--- src/rtl/bwb_pkg.sv ---
package bwb_pkg;

    localparam int DEF_NREGS = 16;
    localparam int DEF_NSRC  = 2;

    typedef enum logic [1:0] {
        HZ_NONE  = 2'd0,
        HZ_FWD   = 2'd1,
        HZ_STALL = 2'd2
    } hz_e;

    // Outcome of the hazard check for one presented instruction.
    function automatic hz_e hz_resolve(input logic valid,
                                       input logic hit_src,
                                       input logic hit_base);
        if (!valid)        return HZ_NONE;
        else if (hit_src)  return HZ_STALL;
        else if (hit_base) return HZ_FWD;
        else               return HZ_NONE;
    endfunction

endpackage

--- src/rtl/bwb_track.sv ---
module bwb_track #(
    parameter int REG_W = 4
) (
    input  logic             clk,
    input  logic             rst,
    input  logic             fire,
    input  logic             is_ls,
    input  logic             wb,
    input  logic [REG_W-1:0] base,
    output logic             pend_v,
    output logic [REG_W-1:0] pend_r
);
    typedef struct packed {
        logic             v;
        logic [REG_W-1:0] r;
    } pend_t;

    pend_t cur_q, nxt;

    // A record lives for exactly one cycle; only an issued writeback
    // load/store creates one. A stalled cycle leaves fire low, so the
    // old record ages out and the held instruction is not yet recorded.
    always_comb begin
        nxt.v = fire && is_ls && wb;
        nxt.r = (fire && is_ls && wb) ? base : cur_q.r;
    end

    always_ff @(posedge clk) begin
        if (rst) cur_q <= '0;
        else     cur_q <= nxt;
    end

    assign pend_v = cur_q.v;
    assign pend_r = cur_q.r;
endmodule

--- src/rtl/bwb_src_match.sv ---
module bwb_src_match #(
    parameter int REG_W = 4,
    parameter int NSRC  = 2
) (
    input  logic                  pend_v,
    input  logic [REG_W-1:0]      pend_r,
    input  logic [NSRC*REG_W-1:0] srcs,
    input  logic [NSRC-1:0]       src_en,
    output logic                  hit
);
    logic [NSRC-1:0] per_src;

    for (genvar k = 0; k < NSRC; k++) begin : g_cmp
        assign per_src[k] = src_en[k] && (srcs[k*REG_W +: REG_W] == pend_r);
    end

    assign hit = pend_v && (|per_src);
endmodule

--- src/rtl/bwb_interlock.sv ---
module bwb_interlock
    import bwb_pkg::*;
#(
    parameter int NREGS = DEF_NREGS,
    parameter int NSRC  = DEF_NSRC,
    localparam int REG_W = (NREGS > 1) ? $clog2(NREGS) : 1
) (
    input  logic                  clk,
    input  logic                  rst,
    input  logic                  issue_valid,
    input  logic                  issue_is_ls,
    input  logic                  issue_wb,
    input  logic [REG_W-1:0]      issue_base,
    input  logic [NSRC*REG_W-1:0] issue_src,
    input  logic [NSRC-1:0]       issue_src_en,
    output logic                  stall,
    output logic                  fwd_base
);
    logic             pend_v;
    logic [REG_W-1:0] pend_r;
    logic             hit_src;
    logic             hit_base;
    logic             fire;
    hz_e              verdict;

    bwb_src_match #(.REG_W(REG_W), .NSRC(NSRC)) u_match (
        .pend_v (pend_v),
        .pend_r (pend_r),
        .srcs   (issue_src),
        .src_en (issue_src_en),
        .hit    (hit_src)
    );

    assign hit_base = pend_v && issue_is_ls && (issue_base == pend_r);
    assign verdict  = hz_resolve(issue_valid, hit_src, hit_base);
    assign stall    = (verdict == HZ_STALL);
    assign fwd_base = (verdict == HZ_FWD);
    assign fire     = issue_valid && !stall;

    bwb_track #(.REG_W(REG_W)) u_track (
        .clk    (clk),
        .rst    (rst),
        .fire   (fire),
        .is_ls  (issue_is_ls),
        .wb     (issue_wb),
        .base   (issue_base),
        .pend_v (pend_v),
        .pend_r (pend_r)
    );
endmodule

--- config.mk ---
export PLATFORM = sky130hd
export DESIGN_NAME = bwb_interlock
export DESIGN_NICKNAME = d
export VERILOG_FILES = /design/src/rtl/bwb_pkg.sv /design/src/rtl/bwb_track.sv /design/src/rtl/bwb_src_match.sv /design/src/rtl/bwb_interlock.sv
export SDC_FILE = /design/constraint.sdc
export NUM_CORES = 1
export LEC_CHECK = 0
export BUFFER_PORTS_ARGS = -buffer_cell sky130_fd_sc_hd__buf_4
export CORE_AREA = 2 2 39 41
export DETAILED_ROUTE_END_ITERATION = 10
export DIE_AREA = 0 0 41 43
export PLACE_DENSITY = 0.57
export SYNTH_ARGS = -nofsm -noshare
export SYNTH_HDL_FRONTEND = slang
export SYNTH_SLANG_ARGS = --single-unit
export TNS_END_PERCENT = 10
--- constraint.sdc ---
create_clock -name clk -period 1.1 [get_ports clk]
set_input_delay 0.165 -clock clk [delete_from_list [all_inputs] [get_ports clk]]
set_output_delay 0.165 -clock clk [all_outputs]
set_load 0.005 [all_outputs]
==> flow_metrics.env <==
export IMPL_syn_area_um2=383
export IMPL_final_nets=96
export IMPL_p_leak_nw=0.291
export IMPL_clockBufferDepth=2
export IMPL_yosys_area_top_type="dfxtp_1"
export IMPL_ir_worst_vdd_uv=374
export IMPL_gp_congestion=0.639
export IMPL_synth_top_area_share_pct=26.1
export IMPL_grt_max_degree=10
export IMPL_worstSetupEndpointType="output pin"
export IMPL_dr_pass1_iters=1
export IMPL_path_clk_slew_ps=50
export IMPL_tns_ps=-3070
export IMPL_numCtsBuffers=3
export IMPL_num_vias=412
export IMPL_hold_path_class="primary input to flop"
export IMPL_ios=21
export IMPL_grt_pass1_vias=417
export IMPL_track_usage_pct=13.9
export IMPL_cts_hold_buf=0
export IMPL_cts_tree="built"
export IMPL_setup_ws_ps=-562
export IMPL_synth_net_count=61
export IMPL_chipWidth_um=41
export IMPL_ant_nets=0
export IMPL_synthDistinctLibCells=13
export IMPL_worstPathRequired_ps=940
export IMPL_core_um2=1380
export IMPL_run_status="complete, but fails checks"
export IMPL_syn_area_per_cell_um2=9.12
export IMPL_synth_warnings=0
export IMPL_grt_pass1_wl_um=1530
export IMPL_synth_seq_cells=5
export IMPL_drt_wl_total_um=988
export IMPL_min_period_over_period_pct=151
export IMPL_pwr_density_cell_nw_per_um2=805
export IMPL_antenna_found_initial=0
export IMPL_antenna_cells=0
export IMPL_netlist_instances=42
export IMPL_synth_area_leaders="dfxtp_1, xnor2_1, mux2i_1"
export IMPL_p_total_w=0.000551
export IMPL_post_route_drc_count=0
export IMPL_dieArea_um2=1760
export IMPL_clkLatencyLatePin_ps=240
export IMPL_cts_root_buf="clkbuf_4"
export IMPL_wl_per_cell_um=10.7
export IMPL_drive_gt1_share_pct=52.6
export IMPL_final_max_slew_violation_count=0
export IMPL_max_slew_margin_pct=86.3
export IMPL_portBuffers=20
export IMPL_ys_seq_area_share_pct=26.1
export IMPL_first_iter_violations=0
export IMPL_htreeDepth=1
export IMPL_rsz0062_at_grt="yes"
export IMPL_initial_utilization_pct=27.7
export IMPL_syn_to_final_growth_pct=78.8
export IMPL_worst_pin_slew_ps=203
export IMPL_path_class="flop to output pin"
export IMPL_nFillCells=149
export IMPL_max_freq_mhz=602
export IMPL_whs_ps=153
export IMPL_overflow=0
export IMPL_viasPerCell=4.48
export IMPL_cts_sinks=5
export IMPL_rows=14
export IMPL_worstSetupStartpointType="flop"
export IMPL_worstPathArrival_ps=1500
export IMPL_failed_checks="setup timing"
export IMPL_hold_viol=0
export IMPL_die_height_um=43
export IMPL_min_period_ps=1660
export IMPL_setup_violations_final=7
export IMPL_worst_clock_skew_ps=2.94
export IMPL_maxCapViolations=0
export IMPL_path_max_fanout=3
-- where the power goes --
group | internal (W) | switching (W)
sequential | 0.000189 | 0.00000642
clock | 0.000137 | 0.0000751
combinational | 0.0000912 | 0.0000517
total | 0.000417 | 0.000133
-- cell usage after synthesis (all sizes together) --
library cell and count:
nand2 1, o31ai 1, nand4 2, mux2i 4
dfxtp 5, nor3 4, nand3 3, xor2 4
nand2b 5, and2 1, nor3b 1, xnor2 8
or2b 3
-- worst max-delay path, cell delays in order, from the launching register on --
cell and delay [ps]:
dfxtp_2 330, xor2_1 140, nor3_1 220, nand4_1 200, o31ai_4 110, and2_1 150
buf_4 100
-- stage by stage --
| step | instance area [um2] | cells | worst slack, ps | util [%] |
|---|---|---|---|---|
| 2_1_floorplan | 400 | 42 | -106 | - |
| 3_3_place_gp | 638 | 87 | -350 | 46.1 |
| 3_5_place_dp | 638 | 87 | -335 | 46.1 |
| 4_1_cts | 684 | 92 | -577 | 49.5 |
| 5_1_grt | 684 | 92 | -665 | 49.5 |
| 6_report | 684 | 92 | -562 | 49.5 |
-- cell usage in the layout, fill, tap and decap left out, types with 3 or more instances in the layout --
cell type / n
buf_4: 29
clkbuf_4: 3
dfxtp_2: 4
mux2i_1: 4
nand2b_1: 5
nand3_1: 3
nor3_1: 4
or2b_1: 3
xnor2_1: 8
xor2_1: 3
-- cell type report --
| class | count | area (um2) | share of cell area (%) |
|---|---|---|---|
| multi-input cells | 37 | 304 | 44.4 |
| well taps | 16 | 20.0 | 2.93 |
| flip-flops and latches | 5 | 105 | 15.4 |
| clock buffers | 4 | 26.3 | 3.84 |
| repair buffers | 30 | 229 | 33.5 |
-- final timing paths --
kind                                         from                 to  slack [ps]  depth (start not counted)
worst max register to register  u_track.pend_r[2]  u_track.pend_r[3]        -490                          7
worst min register to register  u_track.pend_r[1]  u_track.pend_r[1]         630                          3
worst max-delay path            u_track.pend_r[2]              stall        -560                          6
worst min-delay path                          rst     u_track.pend_v         150                          2
-- registers in the layout, summed over array words and instances (netlist names) --
signal and count:
u_track.pend_r 4, u_track.pend_v 1
-- kinds of logic (layout without fill, tap and decap cells) --
| logic type | after synthesis | count (layout) | share of synthesized area, % |
|---|---|---|---|
| AND/OR/NAND/NOR | 20 | 20 | 34.0 |
| XOR/XNOR | 12 | 12 | 27.5 |
| flip-flops | 5 | 5 | 26.1 |
| multiplexers | 4 | 4 | 10.5 |
| AO/OA/AOI/OAI | 1 | 1 | 1.96 |
| buffers and inverters | 0 | 34 | 0 |
-- per-layer routing --
layer | vias up | global-route usage (%) | share of wire, %
met4 | 0 | 10.0 | 1.4
li1 | 213 | - | -
met3 | 2 | 4.71 | 6.0
met5 | - | 0 | 0
met1 | 185 | 11.6 | 36
met2 | 12 | 24.4 | 56
-- repair_timing --
| action | in CTS | in global routing |
|---|---|---|
| setup buffers | 1 | 0 |
| gates cloned | 0 | 0 |
| setup endpoints to repair | 7 | 7 |
| gates resized for setup | 2 | 0 |
| pin swaps | 4 | 1 |
(Power assumes the default switching activity.)
